File: src/rtl/frameSeqPkg.sv
package frameSeqPkg;

  localparam int STEP_W = 3;
  localparam logic [STEP_W-1:0] LAST_STEP_FOUR = STEP_W'(3);
  localparam logic [STEP_W-1:0] LAST_STEP_FIVE = STEP_W'(4);
  localparam logic [STEP_W-1:0] IRQ_STEP       = STEP_W'(3);

  typedef struct packed {
    logic              reloadDiv;
    logic              loadStep;
    logic [STEP_W-1:0] stepNext;
  } seqCmd_t;

  function automatic logic quarterOn(input logic fiveStep, input logic [STEP_W-1:0] idx);
    return fiveStep ? (idx != LAST_STEP_FIVE) : 1'b1;
  endfunction

  function automatic logic halfOn(input logic fiveStep, input logic [STEP_W-1:0] idx);
    if (fiveStep) return (idx == STEP_W'(0)) || (idx == STEP_W'(2));
    return (idx == STEP_W'(1)) || (idx == STEP_W'(3));
  endfunction

  function automatic logic [STEP_W-1:0] lastStep(input logic fiveStep);
    return fiveStep ? LAST_STEP_FIVE : LAST_STEP_FOUR;
  endfunction

endpackage

File: src/rtl/frameDatapath.sv
module frameDatapath
  import frameSeqPkg::*;
#(
  parameter int unsigned DIV_COUNT = 89490
) (
  input  logic              clk,
  input  logic              rst,
  input  seqCmd_t           cmd,
  output logic              tick,
  output logic [STEP_W-1:0] stepIdx
);

  localparam int DIV_W = (DIV_COUNT > 1) ? $clog2(DIV_COUNT) : 1;
  localparam logic [DIV_W-1:0] DIV_MAX = DIV_W'(DIV_COUNT - 1);

  logic [DIV_W-1:0] divCnt;

  always_ff @(posedge clk) begin
    if (rst) begin
      divCnt <= DIV_MAX;
    end else if (cmd.reloadDiv || divCnt == '0) begin
      divCnt <= DIV_MAX;
    end else begin
      divCnt <= divCnt - 1'b1;
    end
  end

  always_ff @(posedge clk) begin
    if (rst) begin
      stepIdx <= '0;
    end else if (cmd.loadStep) begin
      stepIdx <= cmd.stepNext;
    end
  end

  assign tick = (divCnt == '0);

  AST_DIV_RELOAD: assert property (@(posedge clk) disable iff (rst)
    cmd.reloadDiv |=> (divCnt == DIV_MAX));

  AST_DIV_COUNTDOWN: assert property (@(posedge clk) disable iff (rst)
    (!cmd.reloadDiv && divCnt != '0) |=> (divCnt == $past(divCnt) - 1'b1));

  AST_STEP_ONLY_ON_CMD: assert property (@(posedge clk) disable iff (rst)
    !cmd.loadStep |=> $stable(stepIdx));

endmodule

File: src/rtl/frameControl.sv
module frameControl
  import frameSeqPkg::*;
#(
  parameter int DATA_W   = 8,
  parameter int MODE_BIT = 7,
  parameter int INH_BIT  = 6
) (
  input  logic              clk,
  input  logic              rst,
  input  logic              ctrlWrEn,
  input  logic [DATA_W-1:0] ctrlWrData,
  input  logic              irqAck,
  input  logic              tick,
  input  logic [STEP_W-1:0] stepIdx,
  output seqCmd_t           cmd,
  output logic              quarterStrobe,
  output logic              halfStrobe,
  output logic              irqOut
);

  logic fiveStep;
  logic inhibit;
  logic irqFlag;
  logic wrMode;
  logic wrInh;
  logic setFlag;
  logic clrFlag;

  assign wrMode = ctrlWrData[MODE_BIT];
  assign wrInh  = ctrlWrData[INH_BIT];

  always_comb begin
    cmd           = '0;
    quarterStrobe = 1'b0;
    halfStrobe    = 1'b0;
    setFlag       = 1'b0;
    if (ctrlWrEn) begin
      cmd.reloadDiv = 1'b1;
      cmd.loadStep  = 1'b1;
      if (wrMode) begin
        quarterStrobe = quarterOn(1'b1, '0);
        halfStrobe    = halfOn(1'b1, '0);
        cmd.stepNext  = STEP_W'(1);
      end else begin
        cmd.stepNext  = '0;
      end
    end else if (tick) begin
      quarterStrobe = quarterOn(fiveStep, stepIdx);
      halfStrobe    = halfOn(fiveStep, stepIdx);
      cmd.loadStep  = 1'b1;
      cmd.stepNext  = (stepIdx == lastStep(fiveStep)) ? '0 : stepIdx + 1'b1;
      setFlag       = !fiveStep && (stepIdx == IRQ_STEP) && !inhibit;
    end
  end

  assign clrFlag = irqAck || (ctrlWrEn && wrInh);

  always_ff @(posedge clk) begin
    if (rst) begin
      fiveStep <= 1'b0;
      inhibit  <= 1'b0;
    end else if (ctrlWrEn) begin
      fiveStep <= wrMode;
      inhibit  <= wrInh;
    end
  end

  always_ff @(posedge clk) begin
    if (rst) begin
      irqFlag <= 1'b0;
    end else if (setFlag) begin
      irqFlag <= 1'b1;
    end else if (clrFlag) begin
      irqFlag <= 1'b0;
    end
  end

  assign irqOut = irqFlag;

  AST_HALF_WITH_QUARTER: assert property (@(posedge clk) disable iff (rst)
    halfStrobe |-> quarterStrobe);

  AST_STROBE_SOURCE: assert property (@(posedge clk) disable iff (rst)
    quarterStrobe |-> (tick || (ctrlWrEn && wrMode)));

  AST_FIVE_NO_IRQ: assert property (@(posedge clk) disable iff (rst)
    (fiveStep && !irqFlag && !ctrlWrEn) |=> !irqFlag);

  AST_INH_WRITE_CLEARS: assert property (@(posedge clk) disable iff (rst)
    (ctrlWrEn && wrInh) |=> !irqFlag);

  AST_ACK_CLEARS: assert property (@(posedge clk) disable iff (rst)
    (irqAck && !setFlag) |=> !irqFlag);

  AST_STEP_IN_RANGE: assert property (@(posedge clk) disable iff (rst)
    stepIdx <= lastStep(fiveStep));

endmodule

File: src/rtl/frameSequencer.sv
module frameSequencer
  import frameSeqPkg::*;
#(
  parameter int unsigned DIV_COUNT = 89490,
  parameter int          DATA_W    = 8,
  parameter int          MODE_BIT  = 7,
  parameter int          INH_BIT   = 6
) (
  input  logic              clk,
  input  logic              rst,
  input  logic              ctrlWrEn,
  input  logic [DATA_W-1:0] ctrlWrData,
  input  logic              irqAck,
  output logic              quarterStrobe,
  output logic              halfStrobe,
  output logic              irqOut
);

  seqCmd_t           seqCmd;
  logic              divTick;
  logic [STEP_W-1:0] curStep;

  frameDatapath #(
    .DIV_COUNT(DIV_COUNT)
  ) uDatapath (
    .clk     (clk),
    .rst     (rst),
    .cmd     (seqCmd),
    .tick    (divTick),
    .stepIdx (curStep)
  );

  frameControl #(
    .DATA_W  (DATA_W),
    .MODE_BIT(MODE_BIT),
    .INH_BIT (INH_BIT)
  ) uControl (
    .clk           (clk),
    .rst           (rst),
    .ctrlWrEn      (ctrlWrEn),
    .ctrlWrData    (ctrlWrData),
    .irqAck        (irqAck),
    .tick          (divTick),
    .stepIdx       (curStep),
    .cmd           (seqCmd),
    .quarterStrobe (quarterStrobe),
    .halfStrobe    (halfStrobe),
    .irqOut        (irqOut)
  );

endmodule

File: config.mk
export PLATFORM = sky130hd
export DESIGN_NAME = frameSequencer
export DESIGN_NICKNAME = d
export VERILOG_FILES = /design/src/rtl/frameSeqPkg.sv /design/src/rtl/frameDatapath.sv /design/src/rtl/frameControl.sv /design/src/rtl/frameSequencer.sv
export SDC_FILE = /design/constraint.sdc
export NUM_CORES = 1
export LEC_CHECK = 0
export BUFFER_PORTS_ARGS = -buffer_cell sky130_fd_sc_hd__buf_2
export CORE_AREA = 2 2 52 50
export DETAILED_ROUTE_END_ITERATION = 10
export DIE_AREA = 0 0 54 52
export PLACE_DENSITY = 0.77
export RECOVER_POWER = 100
export SYNTH_ARGS = -nofsm -noshare
export SYNTH_HDL_FRONTEND = slang
export SYNTH_SLANG_ARGS = --single-unit
File: constraint.sdc
create_clock -name clk -period 5.59 [get_ports clk]
set_clock_uncertainty 0.1 [all_clocks]
set_input_delay 1.118 -clock clk [delete_from_list [all_inputs] [get_ports clk]]
set_output_delay 1.118 -clock clk [all_outputs]
set_load 0.02 [all_outputs]
==> impl_metrics.tcl <==
set metrics [dict create \
    post-dp-hpwl_um 1550 \
    worstPathRequired_ns 4.37 \
    multi_input_area_um2 614 \
    drcViolationCount 0 \
    num_antenna_cells 0 \
    cp-end-kind "output pin" \
    syn_nets 143 \
    run_status "finished, final reports clean" \
    sequential_cell_area_um2 460 \
    finish.utilization 0.521 \
    clock_latency_ns 0.31 \
    h-tree-depth 1 \
    rsz0062_at_grt "no" \
    max_transition_viols_final 0 \
    setup_total_negative_slack_ns 0 \
    r2r_start "uDatapath.divCnt[0]" \
    cts.sink_count 23 \
    mappedNetlistArea_mm2 0.00112 \
    die_w_um 54 \
    grt_max_degree 13 \
    clock_tree.root_cell "clkbuf_4" \
    worstMarginPinSlew_ns 1.18 \
    numCtsBuffers 3 \
    cts_hold_buffers 0 \
    power.share.clock 0.290 \
    placement_rows 17 \
    timing.final.crit_period_ns 4.49 \
    hold_path_class "register to register" \
    detail_route_antenna_nets 0 \
    io_buffers 8 \
    path_class "register to output pin" \
    fp.coreArea_mm2 0.00230 \
    n_fill_cell 223 \
    timing.rr.end "uDatapath.divCnt[4]" \
    pwr-share-seq 0.642 \
    global_route.usage.total 0.174 \
    total_vias_in_the_final_route 910 \
    detail_route.vias_per_cell 5.65 \
    slew-limit-headroom 0.202 \
    r2r_cells 6 \
    setup-violations-final 0 \
    clkSlewWorstSetupHoldPaths_ns 0.12 \
    worst_setup_path_endpoint "quarterStrobe" \
    timing.fmax_mhz 223 \
    crit_path_top_delay_cell "nor4b_1" \
    power.switching_mw 0.0636 \
    grt_first_pass_wirelength_um 3550 \
    finalHoldViolations 0 \
    cts.path.max_buffers 2 \
    drc_violation_total_after_the_first_tritonroute_iteration 18 \
    critical_path_peak_fanout 8 \
    post_synth_num_cell_types 35 \
    reported_max_cap_violation_count 0 \
    grt_remaining_overflow 0 \
    synth.yosys.seq_area_share 0.410 \
    min_period_over_period 0.803 \
    reg2reg_slack_ns 2.65 \
    grt_antenna_before_repair 0 \
    number_of_global_route_vias_before_repair 857 \
    cells_after_synthesis 125 \
    share_comb_of_total_power 0.068 \
    drt_pre_antenna_iters 4 \
    design.die.area_mm2 0.00281 \
    critical_path_arrival_ns 3.27 \
    cp-start-kind "register" \
    area_delta_synth_final_pct 6.69 \
    crit_start "uDatapath.divCnt[0]" \
    initial_utilization 0.489 \
    sw_frac_of_total 0.240 \
    gp_congestion 0.846 \
    yosys_warnings 0 \
    cts.repair.resized 0 \
    detail_route.wirelength_um 2110 \
    power.ir.vdd_worst_v 0.000147 \
    cellPowerDensity_mw_per_mm2 222 \
    cell_internal_power_dissipation_mw 0.202 \
    post_route_cells_drive_above_1_share 0.0752 \
    floorplan.die.height_um 52 \
    crit_chain "inv_1 > ha_1 > nor4b_1 > nand4_1 > a311o_1 > nand2_1 > clkbuf_1" \
    p_leak_nw 0.414 \
    critPathMaxStageDelay_ns 0.96 \
    synth_seq_cells 23 \
    tritoncts "yes" \
    detail_route.wl_per_cell_um 13.1 \
    syn-mean-instance-area_um2 8.98 \
    top_level_ports 15 \
    final_nets 152 \
    post_cts.repair.setup_buffers 0 \
]
through the flow:
| stage | hold slack (ns) | setup slack (ns) | instances | power, mW | area (um2) |
|---|---|---|---|---|---|
| 3_5_place_dp | 0.301 | 2.11 | 157 | 0.193 | 1180 |
| 4_1_cts | 0.333 | 1.73 | 161 | 0.269 | 1210 |
| 6_report | 0.333 | 1.10 | 161 | 0.265 | 1200 |
| 5_1_grt | 0.360 | 0.913 | 161 | 0.276 | 1200 |
| 3_3_place_gp | 0.303 | 2.17 | 157 | 0.192 | 1180 |
| 2_1_floorplan | 0.282 | 2.44 | 125 | 0.187 | 1120 |
power by group through the flow:
stage | Sequential [mW] | Clock, mW | Combinational [mW]
after detailed placement | 0.174 | 0 | 0.0185
after CTS | 0.170 | 0.0796 | 0.0186
after global routing | 0.171 | 0.0846 | 0.0207
after floorplan | 0.173 | 0 | 0.0140
after global placement | 0.174 | 0 | 0.0178
final | 0.170 | 0.0769 | 0.0181
cells in the final DEF (no fill, tap or decap), types with 2 or more instances in the layout:
cell | netlist | final
dfxtp_1 | 23 | 23
nor2_1 | 12 | 12
nand2_1 | 11 | 11
inv_1 | 7 | 7
ha_1 | 6 | 6
a21oi_1 | 5 | 5
nor4_1 | 5 | 5
o31ai_1 | 5 | 5
or3_1 | 5 | 5
xnor2_1 | 5 | 5
clkbuf_1 | 3 | 5
xor2_1 | 4 | 4
nand3_1 | 4 | 4
mux2i_1 | 4 | 4
buf_2 | 0 | 4
or4_1 | 3 | 3
nor3_1 | 3 | 3
clkbuf_4 | 0 | 3
nand4_1 | 2 | 2
worst min path at each step:
stage / from / end / slack, ns / cells past startpoint
final: uDatapath.divCnt[0] / uDatapath.divCnt[0] / 0.33 / 1
after global routing: uDatapath.divCnt[0] / uDatapath.divCnt[0] / 0.36 / 1
after CTS: uDatapath.divCnt[0] / uDatapath.divCnt[0] / 0.33 / 1
after detailed placement: uDatapath.divCnt[0] / uDatapath.divCnt[0] / 0.30 / 1
after global placement: uDatapath.divCnt[0] / uDatapath.divCnt[0] / 0.30 / 1
after floorplan: uDatapath.divCnt[0] / uDatapath.divCnt[0] / 0.28 / 1
cell families (layout without fill, tap and decap cells):
group,after synthesis,in the layout,share of synthesized area
AO/OA/AOI/OAI,20,20,0.127
XOR/XNOR,9,9,0.0702
adder cells (fa/ha/maj),6,6,0.0669
buffers and inverters,11,19,0.0368
flip-flops,23,23,0.410
multiplexers,4,4,0.0357
AND/OR/NAND/NOR,52,52,0.253
cells in the mapped netlist (all sizes together):
library cell / count / area [um2]
dfxtp: 23 / 460
nor2: 12 / 45.0
nand2: 11 / 41.3
inv: 7 / 26.3
ha: 6 / 75.1
or3: 6 / 42.5
a21oi: 5 / 25.0
nor4: 5 / 31.3
o31ai: 5 / 37.5
xnor2: 5 / 43.8
mux2i: 4 / 40.0
nand3: 4 / 20.0
xor2: 4 / 35.0
clkbuf: 3 / 11.3
nor3: 3 / 15.0
or4: 3 / 22.5
nand4: 2 / 12.5
a2111o: 1 / 11.3
a211oi: 1 / 7.51
a21boi: 1 / 7.51
a311o: 1 / 10.0
a311oi: 1 / 8.76
a31oi: 1 / 6.26
and2: 1 / 6.26
buf: 1 / 3.75
nor2b: 1 / 6.26
nor4b: 1 / 15.0
nor4bb: 1 / 10.0
o211ai: 1 / 7.51
o21a: 1 / 7.51
o21ai: 1 / 5.00
o41ai: 1 / 8.76
or2: 1 / 6.26
or4b: 1 / 10.0
critical path, delay by kind of cell, from the launching register on:
family          cells  cell delay (ns)
buf+inv             2             0.28
simple gates        3             1.63
fa+ha+maj           1             0.19
flops               1             0.36
compound gates      1             0.49
routing by layer:
metal	vias to the layer above	track usage	share of wire
met5	-	0	0
met4	0	0.100	0.025
met3	5	0.0259	0.019
met2	7	0.295	0.48
met1	429	0.207	0.47
li1	469	-	-
area by class of cell:
cell class | instances | area share
Inverter | 7 | 0.0219
Timing Repair Buffer | 8 | 0.0293
Clock buffer | 4 | 0.0219
Multi-Input combinational cell | 91 | 0.513
Sequential cell | 23 | 0.385
Tap cell | 28 | 0.0293
registers in the layout, summed over array words and instances (netlist names):
signal and count:
uControl.fiveStep 1, uControl.irqOut 1, uDatapath.divCnt 17, uControl.inhibit 1
uDatapath.stepIdx 3
Power figures use the tool's default switching activity.
